### src/rtl/burst_seq_pkg.sv
package burst_seq_pkg;

  localparam int CNT_W = 2;

  typedef enum logic {
    ORD_INTLV  = 1'b0,
    ORD_LINEAR = 1'b1
  } burst_order_e;

  // Low address pair for burst step k from loaded pair b
  function automatic logic [CNT_W-1:0] burst_low(
    input logic [CNT_W-1:0] b,
    input logic [CNT_W-1:0] k,
    input burst_order_e     ord
  );
    logic [CNT_W-1:0] r;
    if (ord == ORD_LINEAR) r = b + k;
    else                   r = b ^ k;
    return r;
  endfunction

endpackage

### src/rtl/bsq_start_qual.sv
module bsq_start_qual (
  input  logic pstart_n,
  input  logic cstart_n,
  input  logic ce1_n,
  input  logic ce2,
  input  logic ce3_n,
  output logic start_o,
  output logic drop_o
);
  logic sel;
  logic p_honoured;
  logic any_stb;

  always_comb begin
    sel        = !ce1_n && ce2 && !ce3_n;
    // processor strobe only counts while first enable is active
    p_honoured = !pstart_n && !ce1_n;
    // processor strobe has priority; both lead to the same load
    any_stb    = p_honoured || !cstart_n;
    start_o    = any_stb && sel;
    drop_o     = any_stb && !sel;
  end
endmodule

### src/rtl/bsq_burst_ctr.sv
module bsq_burst_ctr #(
  parameter int CW = 2
) (
  input  logic          clk,
  input  logic          rst,
  input  logic          load_i,
  input  logic          drop_i,
  input  logic          adv_i,
  output logic          step_o,
  output logic          live_o,
  output logic [CW-1:0] cnt_nxt_o
);
  logic [CW-1:0] cnt_q;
  logic          live_q;

  always_comb begin
    step_o    = live_q && adv_i && !load_i && !drop_i;
    cnt_nxt_o = cnt_q + 1'b1;
    live_o    = live_q;
  end

  always_ff @(posedge clk) begin
    if (rst) begin
      cnt_q  <= '0;
      live_q <= 1'b0;
    end else if (load_i) begin
      cnt_q  <= '0;
      live_q <= 1'b1;
    end else if (drop_i) begin
      live_q <= 1'b0;
    end else if (step_o) begin
      cnt_q  <= cnt_nxt_o;
    end
  end
endmodule

### src/rtl/bsq_order_map.sv
module bsq_order_map
  import burst_seq_pkg::*;
#(
  parameter int ADDR_W = 20
) (
  input  logic [ADDR_W-1:0] base_i,
  input  logic [CNT_W-1:0]  cnt_i,
  input  burst_order_e      ord_i,
  output logic [ADDR_W-1:0] addr_o
);
  localparam int UP_W = ADDR_W - CNT_W;

  generate
    if (UP_W > 0) begin : g_upper
      assign addr_o[ADDR_W-1:CNT_W] = base_i[ADDR_W-1:CNT_W];
    end
  endgenerate

  assign addr_o[CNT_W-1:0] = burst_low(base_i[CNT_W-1:0], cnt_i, ord_i);
endmodule

### src/rtl/burst_addr_seq.sv
module burst_addr_seq
  import burst_seq_pkg::*;
#(
  parameter int ADDR_W = 20
) (
  input  logic              clk,
  input  logic              rst,
  input  logic [ADDR_W-1:0] addr_i,
  input  logic              pstart_n,
  input  logic              cstart_n,
  input  logic              adv_n,
  input  logic              ce1_n,
  input  logic              ce2,
  input  logic              ce3_n,
  input  logic              order_i,
  output logic [ADDR_W-1:0] addr_o,
  output logic              valid_o
);
  logic              start, drop, step, live;
  logic [CNT_W-1:0]  cnt_nxt;
  logic [ADDR_W-1:0] base_q, mapped;
  burst_order_e      ord_q;

  bsq_start_qual u_qual (
    .pstart_n (pstart_n),
    .cstart_n (cstart_n),
    .ce1_n    (ce1_n),
    .ce2      (ce2),
    .ce3_n    (ce3_n),
    .start_o  (start),
    .drop_o   (drop)
  );

  bsq_burst_ctr #(.CW(CNT_W)) u_ctr (
    .clk       (clk),
    .rst       (rst),
    .load_i    (start),
    .drop_i    (drop),
    .adv_i     (!adv_n),
    .step_o    (step),
    .live_o    (live),
    .cnt_nxt_o (cnt_nxt)
  );

  bsq_order_map #(.ADDR_W(ADDR_W)) u_map (
    .base_i (base_q),
    .cnt_i  (cnt_nxt),
    .ord_i  (ord_q),
    .addr_o (mapped)
  );

  always_ff @(posedge clk) begin
    if (rst) begin
      base_q  <= '0;
      ord_q   <= ORD_INTLV;
      addr_o  <= '0;
      valid_o <= 1'b0;
    end else begin
      valid_o <= start || step;
      if (start) begin
        base_q <= addr_i;
        ord_q  <= burst_order_e'(order_i);
        addr_o <= addr_i;
      end else if (step) begin
        addr_o <= mapped;
      end
    end
  end

  AST_LOAD_ADDR: assert property (@(posedge clk) disable iff (rst)
    (!ce1_n && ce2 && !ce3_n && (!pstart_n || !cstart_n)) |=> (valid_o && addr_o == $past(addr_i))) else $error("load");
  AST_PROC_MASKED: assert property (@(posedge clk) disable iff (rst)
    (ce1_n && cstart_n && adv_n) |=> ($stable(addr_o) && !valid_o)) else $error("masked");
  AST_DROP_HOLD: assert property (@(posedge clk) disable iff (rst)
    (!cstart_n && !(!ce1_n && ce2 && !ce3_n)) |=> (!valid_o && $stable(addr_o))) else $error("drop");
  AST_UPPER_FIXED: assert property (@(posedge clk) disable iff (rst)
    (pstart_n && cstart_n && !adv_n) |=> (addr_o[ADDR_W-1:CNT_W] == $past(addr_o[ADDR_W-1:CNT_W]))) else $error("upper");
  AST_IDLE_HOLD: assert property (@(posedge clk) disable iff (rst)
    (pstart_n && cstart_n && adv_n) |=> ($stable(addr_o) && !valid_o)) else $error("hold");
  AST_ADV_NO_BURST: assert property (@(posedge clk) disable iff (rst)
    (pstart_n && cstart_n && !live) |=> (!valid_o && $stable(addr_o))) else $error("noburst");
endmodule

### config.mk
export PLATFORM = sky130hd
export DESIGN_NAME = burst_addr_seq
export DESIGN_NICKNAME = d
export VERILOG_FILES = /design/src/rtl/burst_seq_pkg.sv /design/src/rtl/bsq_start_qual.sv /design/src/rtl/bsq_burst_ctr.sv /design/src/rtl/bsq_order_map.sv /design/src/rtl/burst_addr_seq.sv
export SDC_FILE = /design/constraint.sdc
export NUM_CORES = 1
export LEC_CHECK = 0
export BUFFER_PORTS_ARGS = -buffer_cell sky130_fd_sc_hd__buf_2
export CORE_AREA = 2 2 61 63
export DETAILED_ROUTE_END_ITERATION = 8
export DIE_AREA = 0 0 63 65
export HOLD_SLACK_MARGIN = 0.08
export PLACE_DENSITY = 0.9
export SLEW_MARGIN = 30
export SYNTH_ARGS = -nofsm -noshare
export SYNTH_HDL_FRONTEND = slang
export SYNTH_SLANG_ARGS = --single-unit
### constraint.sdc
create_clock -name clk -period 1.93 [get_ports clk]
set_input_delay 0.2895 -clock clk [delete_from_list [all_inputs] [get_ports clk]]
set_output_delay 0.2895 -clock clk [all_outputs]
set_load 0.01 [all_outputs]
==> reports/metrics.csv <==
metric,value,unit
run_status,"complete, no violations",
postCtsHoldBufs,0,
die_area,0.00410,sq mm
slew_viol_final,0,
cts.sinks,45,
dp_hpwl,2450,microns
finalHoldViolCount,0,
setup_viol,0,
ys_ff_latch,45,
required,2.20,ns
seq_area_frac_synth,0.496,
grt_pass1_vias,1355,
routed_via_density,5.07,
syn_to_final_growth,19.1,%
diodes,0,
placed_cell_area,0.00208,sq mm
synthesis.nets,235,
final.setup_skew,0.00977,ns
final_area,0.00216,sq mm
wl_per_cell,11.9,microns
cts.htree.levels,2,
crit_type,flop to flop,
final_common_cell,buf_2,
yosys_warnings,0,
core,0.00350,sq mm
syn_inst,205,
cap_violations,0,
grt_usage,0.181,
drc,0,
timing.final.crit_share,0.855,
cp_slowest_cell,nor2_4,
power_density,800,mW/mm^2
critPathMaxFanout,22,
holdWs,0.172,ns
post_cts_buffers,0,
worst_slew_pin_slew,0.799,ns
insertion_delay,0.35,ns
place_congestion,0.749,
worst_slack,0.280,ns
ir_worst_vdd,0.545,mV
syn_area,0.00182,sq mm
drive_above_1_share,0.249,
ys_types,21,
fmax,606,MHz
initial_core_util,0.519,
firstDrtPassIters,4,
port_buffers,49,
grt_setup_unrepaired,false,
cts_buffers,5,
end_kind,flop,
slew_headroom,0.466,
hold_class,primary input to flop,
syn_avg_cell_area,8.86,sq um
num_rows,22,
p_leak,0.840,nW
cp-start-kind,flop,
cts_resized,0,
n_fill_cell,323,
antenna_found_initial,0,
min_period,1.65,ns
cts_tree,yes,
setup_tns,0,ns
grt_overflow,0,
clk_path_buf_depth,2,
wl,3530,microns
path_cells,o211ai_2 -> nor2_4 -> mux2i_1 -> a211oi_1,
cp.arrival,1.92,ns
num_io_pins,50,
clk_pin_slew,0.13,ns
cpPeakStageDelay,0.64,ns
vias,1506,
grt_pass1_wl,5770,microns
die_h,65,microns
nets,278,
die_w,63,microns
grt_max_degree,42,
first_iter_violations,115,
root_buffer,clkbuf_4,
layout_common_cells,"49 x buf_2, 45 x dfxtp_1, 44 x nand2_1",
ant_nets,0,
dpl_worst_slack,0.174,ns
-- kinds of logic (layout without fill, tap and decap cells) --
group,Yosys count,in the layout,share of synthesized area
fa+ha+maj,1,1,0.00689
flops,45,45,0.496
xor+xnor,5,5,0.0241
compound gates,43,43,0.151
simple gates,75,75,0.169
buf+inv,17,61,0.0482
mux,19,19,0.105
-- path summary, 6_finish.rpt --
check             cells after the start    endpoint  slack [ns]    startpoint
setup reg to reg                      4   addr_o[5]        0.28  u_ctr.live_o
setup / recovery                      4   addr_o[5]        0.28  u_ctr.live_o
hold reg to reg                       2  base_q[17]        0.46    base_q[17]
hold / removal                        3   base_q[1]        0.17     addr_i[1]
-- Yosys cell counts --
library cell,instances,area [sq um]
dfxtp_1,45,901
nand2_1,44,165
a21oi_1,22,110
nor2_1,22,82.6
a211oi_1,19,143
mux2i_1,19,190
buf_2,7,35.0
clkbuf_1,6,22.5
xnor2_1,5,43.8
nor3_1,4,20.0
buf_6,2,22.5
a211o_1,1,8.76
and3_1,1,6.26
buf_1,1,3.75
ha_1,1,12.5
inv_1,1,3.75
nand3_1,1,5.00
nor2_4,1,11.3
nor3b_1,1,7.51
nor4b_1,1,8.76
o211ai_2,1,12.5
-- critical path: cells and delay by family (launching register included) --
kind	cells	cell delay [ns]
DFF	1	0.35
muxes	1	0.16
and+or+nand+nor	1	0.64
AOI/OAI and AO/OA	2	0.41
-- routing by layer --
layer,vias up,part of all wire,global-route usage,routed length (microns)
met2,41,0.48,0.310,1710
li1,785,-,-,-
met1,678,0.45,0.207,1590
met4,0,0.0051,0.0583,18
met3,2,0.059,0.0712,209
met5,-,0,0,0
-- cell type report --
class                   count  area, sq um  share of cell area
flip-flops and latches     45          901               0.417
multi-input cells         143          832               0.385
repair buffers             52          280               0.130
well taps                  48         60.1              0.0278
clock buffers               7         55.1              0.0255
clock inverters             1         30.0              0.0139
inverters                   1         3.75             0.00174
-- per-stage QoR --
stage / total power [W] / instances / utilization
global placement: 0.00115 / 289 / 0.594
floorplan: 0.00108 / 205 / -
detailed placement: 0.00116 / 289 / 0.594
CTS: 0.00174 / 297 / 0.618
global route: 0.00182 / 297 / 0.618
finish: 0.00173 / 297 / 0.618
-- power by group --
part | switching (W) | internal (W) | total (W)
combinational | 0.0000895 | 0.0000685 | 0.000158
sequential | 0.0000159 | 0.000962 | 0.000978
clock | 0.000285 | 0.000310 | 0.000594
total | 0.000390 | 0.00134 | 0.00173
-- flip-flops by register name, indices dropped and copies added, names as in the netlist --
| name | cells |
|---|---|
| ord_q | 1 |
| u_ctr.live_o | 1 |
| addr_o | 20 |
| u_ctr.cnt_q | 2 |
| valid_o | 1 |
| base_q | 20 |
Note: power is estimated with default switching activity, not from simulation.
